**src/rtl/xmem_pkg.sv**
```systemverilog
package xmem_pkg;

  typedef enum logic [1:0] {
    SEQ_IDLE   = 2'd0,
    SEQ_STROBE = 2'd1,
    SEQ_HOLD   = 2'd2
  } seqState_t;

  // strobes from control to datapath
  typedef struct packed {
    logic start;    // cycle 0 of an access
    logic busy;     // cycles 1 .. 3+n
    logic capture;  // last strobe cycle of a read
  } seqCtl_t;

endpackage

```
**src/rtl/xmem_ctrl.sv**
```systemverilog
module xmem_ctrl
  import xmem_pkg::*;
#(
  parameter int WAIT_W = 3,
  parameter int LEN_W  = 3
) (
  input  logic              clk,
  input  logic              rstN,
  input  logic              accReq,
  input  logic              accWrite,
  input  logic              instrValid,
  input  logic [LEN_W-1:0]  instrLen,
  input  logic [WAIT_W-1:0] waitVal,
  output seqCtl_t           ctl,
  output logic              stall,
  output logic              rdN,
  output logic              wrN,
  output logic              dataOe,
  output logic              aleOut
);

  localparam int CNT_W = WAIT_W + 1;
  localparam logic [CNT_W-1:0] CNT_MAX = CNT_W'((1 << WAIT_W));

  seqState_t        state;
  logic [CNT_W-1:0] strobeLeft;
  logic             wrLatch;
  logic [LEN_W-1:0] insLeft;
  logic             startNow;
  logic             instrTake;
  logic             aleCycle;
  logic             idleNoAcc;

  assign startNow  = (state == SEQ_IDLE) && accReq;
  assign idleNoAcc = (state == SEQ_IDLE) && !accReq;
  assign instrTake = idleNoAcc && instrValid && (insLeft == '0);
  assign aleCycle  = startNow || instrTake;

  // address-latch strobe: first half of the marked cycle only
  assign aleOut = aleCycle & clk;

  assign stall  = startNow || (state == SEQ_STROBE);
  assign rdN    = !((state == SEQ_STROBE) && !wrLatch);
  assign wrN    = !((state == SEQ_STROBE) && wrLatch);
  assign dataOe = (state == SEQ_STROBE) && wrLatch;

  assign ctl.start   = startNow;
  assign ctl.busy    = (state != SEQ_IDLE);
  assign ctl.capture = (state == SEQ_STROBE) && (strobeLeft == '0) && !wrLatch;

  always_ff @(posedge clk or negedge rstN) begin
    if (!rstN) begin
      state      <= SEQ_IDLE;
      strobeLeft <= '0;
      wrLatch    <= 1'b0;
    end else begin
      unique case (state)
        SEQ_IDLE: begin
          if (accReq) begin
            state      <= SEQ_STROBE;
            strobeLeft <= CNT_W'(waitVal) + CNT_W'(1);
            wrLatch    <= accWrite;
          end
        end
        SEQ_STROBE: begin
          if (strobeLeft == '0) begin
            state <= SEQ_HOLD;
          end else begin
            strobeLeft <= strobeLeft - CNT_W'(1);
          end
        end
        SEQ_HOLD: state <= SEQ_IDLE;
        default:  state <= SEQ_IDLE;
      endcase
    end
  end

  // remaining cycles of the current ordinary instruction
  always_ff @(posedge clk or negedge rstN) begin
    if (!rstN) begin
      insLeft <= '0;
    end else if (instrTake) begin
      insLeft <= (instrLen == '0) ? '0 : instrLen - LEN_W'(1);
    end else if (idleNoAcc && (insLeft != '0)) begin
      insLeft <= insLeft - LEN_W'(1);
    end
  end

  // the strobe phase always ends in the hold phase
  a_r3_hold_after_strobe : assert property (@(posedge clk) disable iff (!rstN)
    (state == SEQ_STROBE && strobeLeft == '0) |=> (state == SEQ_HOLD));

  // the stretch counter never exceeds the widest wait setting
  a_r3_count_bound : assert property (@(posedge clk) disable iff (!rstN)
    strobeLeft <= CNT_MAX);

  // the two bus strobes are never active together
  a_r4_strobes_exclusive : assert property (@(posedge clk) disable iff (!rstN)
    (rdN || wrN));

  // stall drops in the hold cycle, handing control back to the core
  a_r3_stall_released : assert property (@(posedge clk) disable iff (!rstN)
    (state == SEQ_HOLD) |-> !stall);

  // an instruction in progress counts down without being reloaded
  a_r10_no_reload : assert property (@(posedge clk) disable iff (!rstN)
    (insLeft != '0 && idleNoAcc) |=> (insLeft == $past(insLeft) - LEN_W'(1)));

endmodule

```
**src/rtl/xmem_datapath.sv**
```systemverilog
module xmem_datapath
  import xmem_pkg::*;
#(
  parameter int          ADDR_W   = 16,
  parameter int          DATA_W   = 8,
  parameter int          WAIT_W   = 3,
  parameter logic [7:0]  WAIT_SFR = 8'h9F
) (
  input  logic              clk,
  input  logic              rstN,
  input  seqCtl_t           ctl,
  input  logic [7:0]        sfrAddr,
  input  logic              sfrWrEn,
  input  logic [7:0]        sfrWrData,
  output logic [7:0]        sfrRdData,
  input  logic [ADDR_W-1:0] accAddr,
  input  logic [DATA_W-1:0] accWrData,
  output logic [DATA_W-1:0] accRdData,
  input  logic [DATA_W-1:0] busRdData,
  output logic [ADDR_W-1:0] busAddr,
  output logic [DATA_W-1:0] busWrData,
  output logic [WAIT_W-1:0] waitVal
);

  localparam int PAD_W = 8 - WAIT_W;

  logic [WAIT_W-1:0] waitReg;
  logic [ADDR_W-1:0] addrReg;
  logic [DATA_W-1:0] wrReg;
  logic [DATA_W-1:0] rdReg;
  logic              sfrHit;

  assign sfrHit    = (sfrAddr == WAIT_SFR);
  assign sfrRdData = sfrHit ? {{PAD_W{1'b0}}, waitReg} : 8'h00;
  assign waitVal   = waitReg;
  assign busAddr   = ctl.start ? accAddr : addrReg;
  assign busWrData = wrReg;
  assign accRdData = rdReg;

  always_ff @(posedge clk or negedge rstN) begin
    if (!rstN) begin
      waitReg <= '0;
    end else if (sfrWrEn && sfrHit) begin
      waitReg <= sfrWrData[WAIT_W-1:0];
    end
  end

  always_ff @(posedge clk or negedge rstN) begin
    if (!rstN) begin
      addrReg <= '0;
      wrReg   <= '0;
    end else if (ctl.start) begin
      addrReg <= accAddr;
      wrReg   <= accWrData;
    end
  end

  always_ff @(posedge clk or negedge rstN) begin
    if (!rstN) begin
      rdReg <= '0;
    end else if (ctl.capture) begin
      rdReg <= busRdData;
    end
  end

  // the address is held for the rest of the access
  a_r5_addr_held : assert property (@(posedge clk) disable iff (!rstN)
    (ctl.busy && !ctl.start) |-> (busAddr == $past(busAddr)));

  // read data comes from the bus in the capture cycle
  a_r6_capture : assert property (@(posedge clk) disable iff (!rstN)
    ctl.capture |=> (accRdData == $past(busRdData)));

  // unused register bits always read back as zero
  a_r2_upper_zero : assert property (@(posedge clk) disable iff (!rstN)
    sfrRdData[7:WAIT_W] == '0);

endmodule

```
**src/rtl/xmem_sequencer.sv**
```systemverilog
module xmem_sequencer
  import xmem_pkg::*;
#(
  parameter int         ADDR_W   = 16,
  parameter int         DATA_W   = 8,
  parameter int         WAIT_W   = 3,
  parameter int         LEN_W    = 3,
  parameter logic [7:0] WAIT_SFR = 8'h9F
) (
  input  logic              clk,
  input  logic              rstN,
  input  logic [7:0]        sfrAddr,
  input  logic              sfrWrEn,
  input  logic [7:0]        sfrWrData,
  output logic [7:0]        sfrRdData,
  input  logic              accReq,
  input  logic              accWrite,
  input  logic [ADDR_W-1:0] accAddr,
  input  logic [DATA_W-1:0] accWrData,
  output logic [DATA_W-1:0] accRdData,
  output logic              stall,
  input  logic              instrValid,
  input  logic [LEN_W-1:0]  instrLen,
  output logic [ADDR_W-1:0] busAddr,
  output logic [DATA_W-1:0] busWrData,
  output logic              busDataOe,
  input  logic [DATA_W-1:0] busRdData,
  output logic              rdN,
  output logic              wrN,
  output logic              aleOut
);

  seqCtl_t           ctl;
  logic [WAIT_W-1:0] waitVal;

  xmem_ctrl #(
    .WAIT_W (WAIT_W),
    .LEN_W  (LEN_W)
  ) u_ctrl (
    .clk        (clk),
    .rstN       (rstN),
    .accReq     (accReq),
    .accWrite   (accWrite),
    .instrValid (instrValid),
    .instrLen   (instrLen),
    .waitVal    (waitVal),
    .ctl        (ctl),
    .stall      (stall),
    .rdN        (rdN),
    .wrN        (wrN),
    .dataOe     (busDataOe),
    .aleOut     (aleOut)
  );

  xmem_datapath #(
    .ADDR_W   (ADDR_W),
    .DATA_W   (DATA_W),
    .WAIT_W   (WAIT_W),
    .WAIT_SFR (WAIT_SFR)
  ) u_dp (
    .clk       (clk),
    .rstN      (rstN),
    .ctl       (ctl),
    .sfrAddr   (sfrAddr),
    .sfrWrEn   (sfrWrEn),
    .sfrWrData (sfrWrData),
    .sfrRdData (sfrRdData),
    .accAddr   (accAddr),
    .accWrData (accWrData),
    .accRdData (accRdData),
    .busRdData (busRdData),
    .busAddr   (busAddr),
    .busWrData (busWrData),
    .waitVal   (waitVal)
  );

endmodule

```
**config.mk**
```make
export PLATFORM = sky130hd
export DESIGN_NAME = xmem_sequencer
export DESIGN_NICKNAME = d
export VERILOG_FILES = /design/src/rtl/xmem_pkg.sv /design/src/rtl/xmem_ctrl.sv /design/src/rtl/xmem_datapath.sv /design/src/rtl/xmem_sequencer.sv
export SDC_FILE = /design/constraint.sdc
export NUM_CORES = 1
export LEC_CHECK = 0
export ABC_CLOCK_PERIOD_IN_PS = 2800
export BUFFER_PORTS_ARGS = -buffer_cell sky130_fd_sc_hd__buf_2
export CAP_MARGIN = 30
export CORE_AREA = 2 2 69 71
export DETAILED_ROUTE_END_ITERATION = 8
export DIE_AREA = 0 0 71 73
export HOLD_SLACK_MARGIN = 0.1
export PLACE_DENSITY = 0.92
export SYNTH_ARGS = -nofsm -noshare
export SYNTH_HDL_FRONTEND = slang
export SYNTH_SLANG_ARGS = --single-unit
```
**constraint.sdc**
```tcl
create_clock -name clk -period 2.8 [get_ports clk]
set_input_delay 0.56 -clock clk [delete_from_list [all_inputs] [get_ports clk]]
set_output_delay 0.56 -clock clk [all_outputs]
set_load 0.05 [all_outputs]
```
==> summary.md, run 1 <==
| Metric | Value |
|---|---|
| Commonest non-fill, non-tap cell in the layout | `buf_2` |
| CP Max Fanout | `18` |
| Top FF cell, synth | `dfrtp_1` |
| Crit path time final | `2600 ps` |
| Rel. slew slack | `66.2%` |
| Part of the power in registers | `29.2%` |
| Sequential fraction of the synthesis area | `52.6%` |
| Clk pwr share | `13.8%` |
| Status | `complete, no violations` |
| Boundary pin count | `102` |
| Total GRT Usage | `17.5%` |
| Area contributors post-synth | `dfrtp_1 (53%), mux2_2 (14%), mux2_4 (5.6%)` |
| Final setup margin | `199 ps` |
| Peak supply drop | `0.772 mV` |
| Worst-path cell chain | `nor3b_4 > buf_4 > mux2_1 > buf_2` |
| FF-to-FF Start | `u_ctrl.state[0]$_DFFE_PN0P_` |
| Post-place setup slack | `473 ps` |
| DR iter-0 viols | `46` |
| Final wirelength | `4140 µm` |
| Buffers on Ports | `91` |
| Hold Crit Class | `in -> async` |
| First-pass GRT wire length | `6770 µm` |
| Setup bufs post-CTS | `0` |
| P_sw | `1.92 mW` |
| CP Launch Type | `register` |
| Synthesized area per cell | `13.0 µm²` |
| Reg2Reg Depth | `4` |
| Worst-skew pair later-pin latency | `390 ps` |
| Max-slew violations | `0` |
| Cell Rows | `25` |
| Worst-path clk slew | `80 ps` |
| Setup crit start | `u_ctrl.state[1]$_DFFE_PN0P_` |
| #FFs+latches synth | `45` |
| RSZ-0062 raised after global routing | `false` |
| Share of cells above drive strength 1 | `54.9%` |
| Post-DRT Antenna Nets | `0` |
| Total Power | `3.85 mW` |
| Commonest cells after routing, fill and taps aside | `buf_2 (91), dfrtp_1 (45), mux2_2 (27)` |
| Crit path required time | `2240 ps` |
| Drt drc | `0` |
| Total vias in the final route | `1578` |
| Leakage | `1.43 nW` |
| Logic pwr share | `56.9%` |
| Area share of the largest cell type after synthesis | `52.6%` |
| R2R Path End | `u_dp.accRdData[2]$_DFFE_PN0P_` |
| Dpl hpwl | `3140 µm` |
| Cell Pwr Density | `1380 mW/mm²` |
| Max stage delay on crit path | `510 ps` |
| WS Path Type | `reg -> out` |
| EDFF count, synth | `0` |
| Sw frac | `50.0%` |
| Starting Density | `47.2%` |
| Area leader, netlist | `dfrtp_1` |
| Largest net degree at the start of global routing | `46` |
| Slew @ Worst Pin | `507 ps` |
| Achievable frequency | `385 MHz` |
| Per-cell routed wire length | `13.0 µm` |
| TNS Setup | `0 ps` |
| WP data arrival | `2040 ps` |
| CTS tree | `done` |
| Number of global-route vias before repair | `1491` |
| Diode count | `0` |
| CTS resizes | `0` |
| Critical path's slowest cell | `dfrtp_1` |
| Distinct cell type count after synthesis | `34` |
| Final nets | `327` |
| Setup crit end | `busAddr[5]` |
| RePlAce Congestion | `0.773` |
| Initial antenna violation count | `0` |
| Setup-failing EPs final | `0` |
| Int Power | `1.92 mW` |
| Total die area | `0.00518 mm²` |
| Final Cycle Share | `92.9%` |
| Yosys Warn Count | `0` |
| Vias per inst | `4.96` |
| Register-to-Register Setup Slack | `1000 ps` |
| Placeable Area | `0.00454 mm²` |
| Synth async-reset ratio | `100%` |
| Max-cap violations | `0` |
| 1st-pass router iterations | `4` |
| Post-Syn Instances | `164` |
| P&R area growth vs syn | `30.3%` |
| Die X | `71 µm` |
| Crit. End Element | `output pin` |
| Layout Skew | `5.57 ps` |
| Total gr overflow | `0` |
| Hold Buf Count CTS | `0` |
| Die H | `73 µm` |
| Fin. Hold Viols | `0` |
| Synthesized area | `0.00214 mm²` |
-- stage by stage --
step | cells | util, % | instance area, µm² | hold WS, ps
3_5_place_dp | 307 | 58.0 | 2630 | 486
3_3_place_gp | 307 | 58.0 | 2630 | 465
2_1_floorplan | 168 | - | 2150 | 264
4_1_cts | 317 | 60.9 | 2760 | 327
6_report | 318 | 61.5 | 2790 | 128
5_1_grt | 318 | 61.5 | 2790 | 139
-- layer usage --
layer  track usage [%]  share of wire, %
met5                 0                 0
met4              10.9               2.2
met3              6.49               7.8
met2              26.9                49
met1              21.1                41
-- synth_stat cells (2+ instances only) --
master    number
nand2_1        4
nor2_1         7
o21ai_0       10
o21a_1         2
a22oi_1        2
nand2b_1       2
ha_1           6
inv_1         10
nand3_1        2
and4_1         2
and2_1         4
nor2b_4        2
a21oi_1        4
nor3_1         3
mux2_2        27
dfrtp_1       45
mux2_4         8
buf_4          8
-- critical path, delay by kind of cell, from the launching register on --
family | cells | cell delay [ps]
DFF | 1 | 510
buffers and inverters | 2 | 490
muxes | 1 | 380
and+or+nand+nor | 1 | 240
-- state kept, by name, indices dropped and copies added (netlist names) --
| name | count |
|---|---|
| u_ctrl.strobeLeft | 4 |
| u_dp.accRdData | 8 |
| u_ctrl.insLeft | 3 |
| u_ctrl.state | 2 |
| u_dp.waitVal | 3 |
| u_ctrl.wrLatch | 1 |
| u_dp.busWrData | 8 |
| u_dp.addrReg | 16 |
-- final cells by class --
cell class | instances | area [µm²]
inverters | 10 | 37.5
repair buffers | 94 | 500
multi-input cells | 104 | 920
well taps | 54 | 67.6
flip-flops and latches | 45 | 1130
clock inverters | 1 | 7.51
clock buffers | 10 | 129
fillers | 356 | 1750
-- how the worst min path moves through the flow --
stage	slack [ps]	end	cells after the start
after floorplan	260	u_ctrl.insLeft[0]$_DFFE_PN0P_	0
after global placement	460	u_dp.addrReg[5]$_DFF_PN0_	1
after detailed placement	490	u_dp.accRdData[3]$_DFFE_PN0P_	1
after CTS	330	u_dp.busWrData[6]$_DFFE_PN0P_	1
after global routing	140	u_ctrl.state[1]$_DFFE_PN0P_	1
final	130	u_dp.busWrData[0]$_DFFE_PN0P_	1
-- power groups by stage --
stage	Combinational [mW]	Sequential (mW)	Clock, mW
2_1_floorplan	1.38	1.51	0.0183
3_3_place_gp	2.16	1.12	0.0213
3_5_place_dp	2.20	1.14	0.0213
4_1_cts	2.21	1.13	0.561
5_1_grt	2.33	1.17	0.592
6_report	2.19	1.12	0.532
-- kinds of logic after synthesis --
logic type / Yosys count / synth area share (%)
compound gates: 23 / 7.37
xor+xnor: 1 / 0.409
fa+ha+maj: 6 / 3.51
buf+inv: 19 / 5.09
flops: 45 / 52.6
mux: 37 / 20.8
other cells: 1 / 0.175
simple gates: 32 / 10.0
(Power assumes the default switching activity.)
==> run 2, diff against run 1 <==
--- a/config.mk
+++ b/config.mk
@@ -8,11 +8,12 @@
 export ABC_CLOCK_PERIOD_IN_PS = 2800
 export BUFFER_PORTS_ARGS = -buffer_cell sky130_fd_sc_hd__buf_2
 export CAP_MARGIN = 30
-export CORE_AREA = 2 2 69 71
+export CORE_AREA = 2 2 68 70
+export CTS_BUF_LIST = sky130_fd_sc_hd__clkbuf_4
 export DETAILED_ROUTE_END_ITERATION = 8
-export DIE_AREA = 0 0 71 73
+export DIE_AREA = 0 0 70 72
 export HOLD_SLACK_MARGIN = 0.1
-export PLACE_DENSITY = 0.92
+export PLACE_DENSITY = 0.94
 export SYNTH_ARGS = -nofsm -noshare
 export SYNTH_HDL_FRONTEND = slang
 export SYNTH_SLANG_ARGS = --single-unit
==> summary.md, run 2 (synthesis results as in run 1) <==
| Metric | Value |
|---|---|
| Status | `complete, no violations` |
| Crit. End Element | `output pin` |
| Placeable Area | `0.00426 mm² (-6.0%)` |
| Setup-failing EPs final | `0 (unchanged)` |
| Die X | `70 µm (-1.4%)` |
| Max reg flops | `16 (unchanged)` |
| Part of the power in registers | `30.3% (+1.1 points)` |
| Worst-path clk slew | `140 ps (+60 ps)` |
| Vias per inst | `4.89 (-1.5%)` |
| Layout Skew | `10.7 ps (+5.11 ps)` |
| Number of global-route vias before repair | `1525 (+2.3%)` |
| Fillers | `344 (-3.4%)` |
| Final wirelength | `4130 µm (-0.12%)` |
| Achievable frequency | `376 MHz (-2.3%)` |
| Diode count | `0 (unchanged)` |
| WS Path Type | `reg -> out` |
| Commonest non-fill, non-tap cell in the layout | `buf_2` |
| WP data arrival | `2100 ps (+60 ps)` |
| RePlAce Congestion | `0.791 (+2.3%)` |
| P&R area growth vs syn | `28.0%` |
| Crit path required time | `2240 ps (about the same)` |
| Max-slew violations | `0 (unchanged)` |
| Most flops, register | `u_dp.addrReg` |
| Clk pwr share | `10.6% (-3.2 points)` |
| Drt drc | `0 (unchanged)` |
| Worst-path cell chain | `nor3b_4 > buf_4 > mux2_2 > buf_2` |
| Sw frac | `51.9% (+1.9 points)` |
| Dpl hpwl | `3160 µm (+0.64%)` |
| Largest net degree at the start of global routing | `46 (unchanged)` |
| Logic pwr share | `59.1% (+2.2 points)` |
| Int Power | `1.78 mW (-7.4%)` |
| Max stage delay on crit path | `520 ps (about the same)` |
| CTS resizes | `0 (unchanged)` |
| Total vias in the final route | `1555 (-1.5%)` |
| Cell Pwr Density | `1350 mW/mm² (-2.0%)` |
| Starting Density | `50.2% (+3.0 points)` |
| Final Cycle Share | `95.0% (+2.2 points)` |
| Boundary pin count | `102 (unchanged)` |
| Hold Crit Class | `in -> reg` |
| Cell Rows | `24 (-4.0%)` |
| Per-cell routed wire length | `13.0 µm (-0.12%)` |
| Final nets | `328 (+0.31%)` |
| Total gr overflow | `0 (unchanged)` |
| Buffers on Ports | `91 (unchanged)` |
| Commonest cells after routing, fill and taps aside | `buf_2 (91), dfrtp_1 (45), mux2_2 (27)` |
| Crit path time final | `2660 ps (+60.8 ps)` |
| Share of cells above drive strength 1 | `54.9% (about the same)` |
| TNS Setup | `0 ps (unchanged)` |
| CP Max Fanout | `22 (+4)` |
| RSZ-0062 raised after global routing | `false` |
| Max-cap violations | `0 (unchanged)` |
| CP Launch Type | `register` |
| Fin Hold WS | `318 ps (+190 ps)` |
| Worst-skew pair later-pin latency | `460 ps (+70 ps)` |
| CTS tree | `done` |
| Fin. Hold Viols | `0 (unchanged)` |
| DR iter-0 viols | `48 (+4.3%)` |
| Register-to-Register Setup Slack | `970 ps (-30 ps)` |
| Total GRT Usage | `17.0% (-0.58 points)` |
| Initial antenna violation count | `0 (unchanged)` |
| 1st-pass router iterations | `4 (unchanged)` |
| First-pass GRT wire length | `6690 µm (-1.1%)` |
| Total die area | `0.00504 mm² (-2.8%)` |
| Die H | `72 µm (-1.4%)` |
| Critical path's slowest cell | `dfrtp_1` |
| P_sw | `1.92 mW (about the same)` |
| Post-DRT Antenna Nets | `0 (unchanged)` |
| Leakage | `1.41 nW (-1.3%)` |
| Peak supply drop | `0.629 mV (-18%)` |
==> run 2: cell count changes in the layout (fill, tap and decap cells not counted), sizes merged <==
cell,previous run,this run
inv,10,11
dlygate4sd3,0,1
clkinv,0,1
clkbuf,9,8
==> run 2: routing by layer <==
layer  part of all wire [%]  track usage [%]
met1                     41             20.4
met2                     51             28.7
met3                    7.2             5.14
met4                   0.65             7.05
met5                      0                0
==> run 2: worst max-delay path: cells and delay by family (launching register included) <==
family                 cells  cell delay (ps)
AND/OR/NAND/NOR            1              220
buffers and inverters      2              510
multiplexers               1              390
flip-flops                 1              520
==> run 2: power groups by stage <==
stage               Clock, mW  Combinational, mW  Sequential (mW)
detailed placement     0.0213               2.21             1.14
global route            0.442               2.32             1.16
finish                  0.393               2.19             1.12
floorplan              0.0183               1.38             1.51
CTS                     0.415               2.20             1.12
global placement       0.0213               2.16             1.11
==> run 2: timing repair <==
action,4_1_cts,5_1_grt
hold buffers,0,1
buffers inserted,0,0
hold endpoints to repair,0,10
==> run 2: final timing paths <==
check	from	endpoint	cells past startpoint
max in group asynchronous	rstN	u_dp.accRdData[7]$_DFFE_PN0P_	3
max	u_ctrl.state[1]$_DFFE_PN0P_	busAddr[10]	4
max reg2reg	u_ctrl.state[0]$_DFFE_PN0P_	u_dp.accRdData[7]$_DFFE_PN0P_	4
min	accWrData[3]	u_dp.busWrData[3]$_DFFE_PN0P_	2
min in group asynchronous	rstN	u_dp.addrReg[11]$_DFF_PN0_	2
min reg2reg	u_dp.addrReg[5]$_DFF_PN0_	u_dp.addrReg[5]$_DFF_PN0_	1
==> run 2: area by class of cell <==
class / count / area [µm²] / area share [%]
clock inverter: 3 / 21.3 / 0.777
timing repair buffer: 95 / 503 / 18.4
multi-input combinational: 104 / 920 / 33.6
sequential: 45 / 1130 / 41.1
inverter: 10 / 37.5 / 1.37
tap: 52 / 65.1 / 2.38
clock buffer: 9 / 65.1 / 2.38
==> run 2: per-stage QoR <==
stage	worst slack, ps	cell area [µm²]	instances	total power [mW]	util [%]
final	139	2740	318	3.70	64.2
after CTS	100	2710	316	3.74	63.5
after global routing	5.84	2740	318	3.93	64.2
after floorplan	585	2150	168	2.90	-
after detailed placement	467	2630	305	3.36	61.6
after global placement	491	2630	305	3.30	61.6
==> run 3, diff against run 2 <==
--- a/config.mk
+++ b/config.mk
@@ -14,6 +14,7 @@
 export DIE_AREA = 0 0 70 72
 export HOLD_SLACK_MARGIN = 0.1
 export PLACE_DENSITY = 0.94
+export SETUP_SLACK_MARGIN = 0.15
 export SYNTH_ARGS = -nofsm -noshare
 export SYNTH_HDL_FRONTEND = slang
 export SYNTH_SLANG_ARGS = --single-unit
==> summary.md, run 3 (synthesis results as in run 1) <==
| Metric | Value |
|---|---|
| Status | `complete, no violations` |
| Reg2Reg Depth | `5 (+1)` |
| RSZ-0062 raised after global routing | `false` |
| Commonest cells after routing, fill and taps aside | `buf_2 (91), dfrtp_1 (43), mux2_2 (27)` |
| Register-to-Register Setup Slack | `1040 ps (+70 ps)` |
| Worst-path clk slew | `140 ps (about the same)` |
| Setup-failing EPs final | `0 (unchanged)` |
| Cell Pwr Density | `1350 mW/mm² (-0.17%)` |
| Number of global-route vias before repair | `1530 (+0.33%)` |
| Max stage delay on crit path | `500 ps (-20 ps)` |
| Total GRT Usage | `17.0% (unchanged)` |
| Hold endpoint | `u_dp.busWrData[2]$_DFFE_PN0P_` |
| Vias per inst | `4.84 (-1.0%)` |
| Most flops, register | `u_dp.addrReg` |
| Hold Path Depth | `2 (unchanged)` |
| Fin. Hold Viols | `0 (unchanged)` |
| Commonest non-fill, non-tap cell in the layout | `buf_2` |
| Layout Skew | `10.3 ps (-0.369 ps)` |
| Cell Count, Final, Fillers Out | `318 (unchanged)` |
| Max-cap violations | `0 (unchanged)` |
| Boundary pin count | `102 (unchanged)` |
| Final nets | `328 (unchanged)` |
| Worst-path cell chain | `nor3b_4 > buf_12 > mux2_2 > buf_2` |
| Max reg flops | `16 (unchanged)` |
| Drt drc | `0 (unchanged)` |
| Crit path required time | `2240 ps (about the same)` |
| TNS Setup | `0 ps (unchanged)` |
| Largest net degree at the start of global routing | `46 (unchanged)` |
| Per-cell routed wire length | `12.9 µm (-0.65%)` |
| Crit. End Element | `output pin` |
| First-pass GRT wire length | `6680 µm (-0.21%)` |
| Setup crit start | `u_ctrl.state[1]$_DFFE_PN0P_` |
| Total vias in the final route | `1539 (-1.0%)` |
| Crit-path leading delay family | `flip-flops` |
| Starting Density | `50.2% (unchanged)` |
| Leakage | `1.42 nW (about the same)` |
| 1st-pass router iterations | `4 (unchanged)` |
| Dpl hpwl | `3160 µm (unchanged)` |
| WP depth | `4 (unchanged)` |
| Total die area | `0.00504 mm² (unchanged)` |
| Final wirelength | `4110 µm (-0.65%)` |
| Die H | `72 µm (unchanged)` |
| Total gr overflow | `0 (unchanged)` |
| R2R Path End | `u_dp.accRdData[7]$_DFFE_PN0P_` |
| Total Power | `3.72 mW (+0.38%)` |
| DR iter-0 viols | `33 (-31%)` |
| Diode count | `0 (unchanged)` |
| Crit path buf inv count | `2 (unchanged)` |
| WP data arrival | `1990 ps (-110 ps)` |
| Die X | `70 µm (unchanged)` |
| WS Path Type | `reg -> out` |
| RePlAce Congestion | `0.791 (unchanged)` |
| Placed insts | `305 (unchanged)` |
| Peak supply drop | `0.629 mV (about the same)` |
| Layout Utilization | `64.6% (+0.35 points)` |
| CTS tree | `done` |
| Hold Crit Start | `accWrData[2]` |
| CP Launch Type | `register` |
| Max-slew violations | `0 (unchanged)` |
| Post-place setup slack | `467 ps (unchanged)` |
| Share of cells above drive strength 1 | `55.6% (+0.75 points)` |
| Final setup margin | `247 ps (+109 ps)` |
| Placeable Area | `0.00426 mm² (unchanged)` |
| Post-DRT Antenna Nets | `0 (unchanged)` |
| Worst-skew pair later-pin latency | `460 ps (about the same)` |
| Hold Crit Class | `in -> reg` |
| Buffers on Ports | `91 (unchanged)` |
| Final Cycle Share | `91.2% (-3.9 points)` |
| Initial antenna violation count | `0 (unchanged)` |
| Critical path's slowest cell | `dfrtp_2` |
| Achievable frequency | `392 MHz (+4.3%)` |
| P&R area growth vs syn | `28.7%` |
| Cell Rows | `24 (unchanged)` |
| Crit path time final | `2550 ps (-109 ps)` |
| CP Max Fanout | `22 (unchanged)` |
| FF-to-FF Start | `u_ctrl.strobeLeft[0]$_DFFE_PN0P_` |
==> run 3: changes by cell type in the layout (fill, tap and decap cells not counted) <==
cell / before / now
buf_12: 1 / 2
buf_4: 3 / 2
dfrtp_1: 45 / 43
dfrtp_2: 0 / 2
==> run 3: worst reg2reg max path, stage by stage, from the launching register on <==
cell,delay (ps)
dfrtp_1,440
inv_1,80
ha_1,240
and3_4,210
nor2b_4,330
mux2_4,340
==> run 3: layer usage <==
layer  part of all wire (%)  global-route usage [%]  vias up
met2                     51                    29.0       56
met4                   0.66                    7.05        0
li1                       -                       -      765
met1                     41                    20.2      714
met5                      0                       0        -
met3                    7.3                    5.14        4
==> run 3: worst max path at each step <==
stage	to	slack, ps
2_1_floorplan	aleOut	580
3_3_place_gp	busAddr[10]	490
3_5_place_dp	busAddr[10]	470
4_1_cts	busAddr[10]	160
5_1_grt	busAddr[10]	160
6_report	busAddr[10]	250
==> run 3: final cells by class <==
type	instances	area (µm²)
fillers	342	1510
flip-flops and latches	45	1130
multi-input cells	104	920
repair buffers	95	515
clock buffers	9	65.1
well taps	52	65.1
inverters	10	37.5
clock inverters	3	21.3
==> run 3: timing repair <==
action / CTS / global route
setup endpoints to repair: 17 / 17
cloned: 0 / 0
setup buffers: 0 / 0
endpoints found under the hold margin: 0 / 10
hold buffers: 0 / 1
gates resized for setup: 1 / 4
==> run 3: power breakdown <==
| group | leakage, nW | total, mW | switching, mW | internal (mW) |
|---|---|---|---|---|
| clock network | 0.0532 | 0.396 | 0.243 | 0.152 |
| registers | 0.539 | 1.12 | 0.168 | 0.955 |
| logic | 0.823 | 2.20 | 1.51 | 0.685 |
==> run 3: per-stage QoR <==
stage / hold slack [ps] / cell area [µm²]
global route: 296 / 2750
detailed placement: 471 / 2630
CTS: 263 / 2710
finish: 318 / 2750
floorplan: 264 / 2150
global placement: 462 / 2630
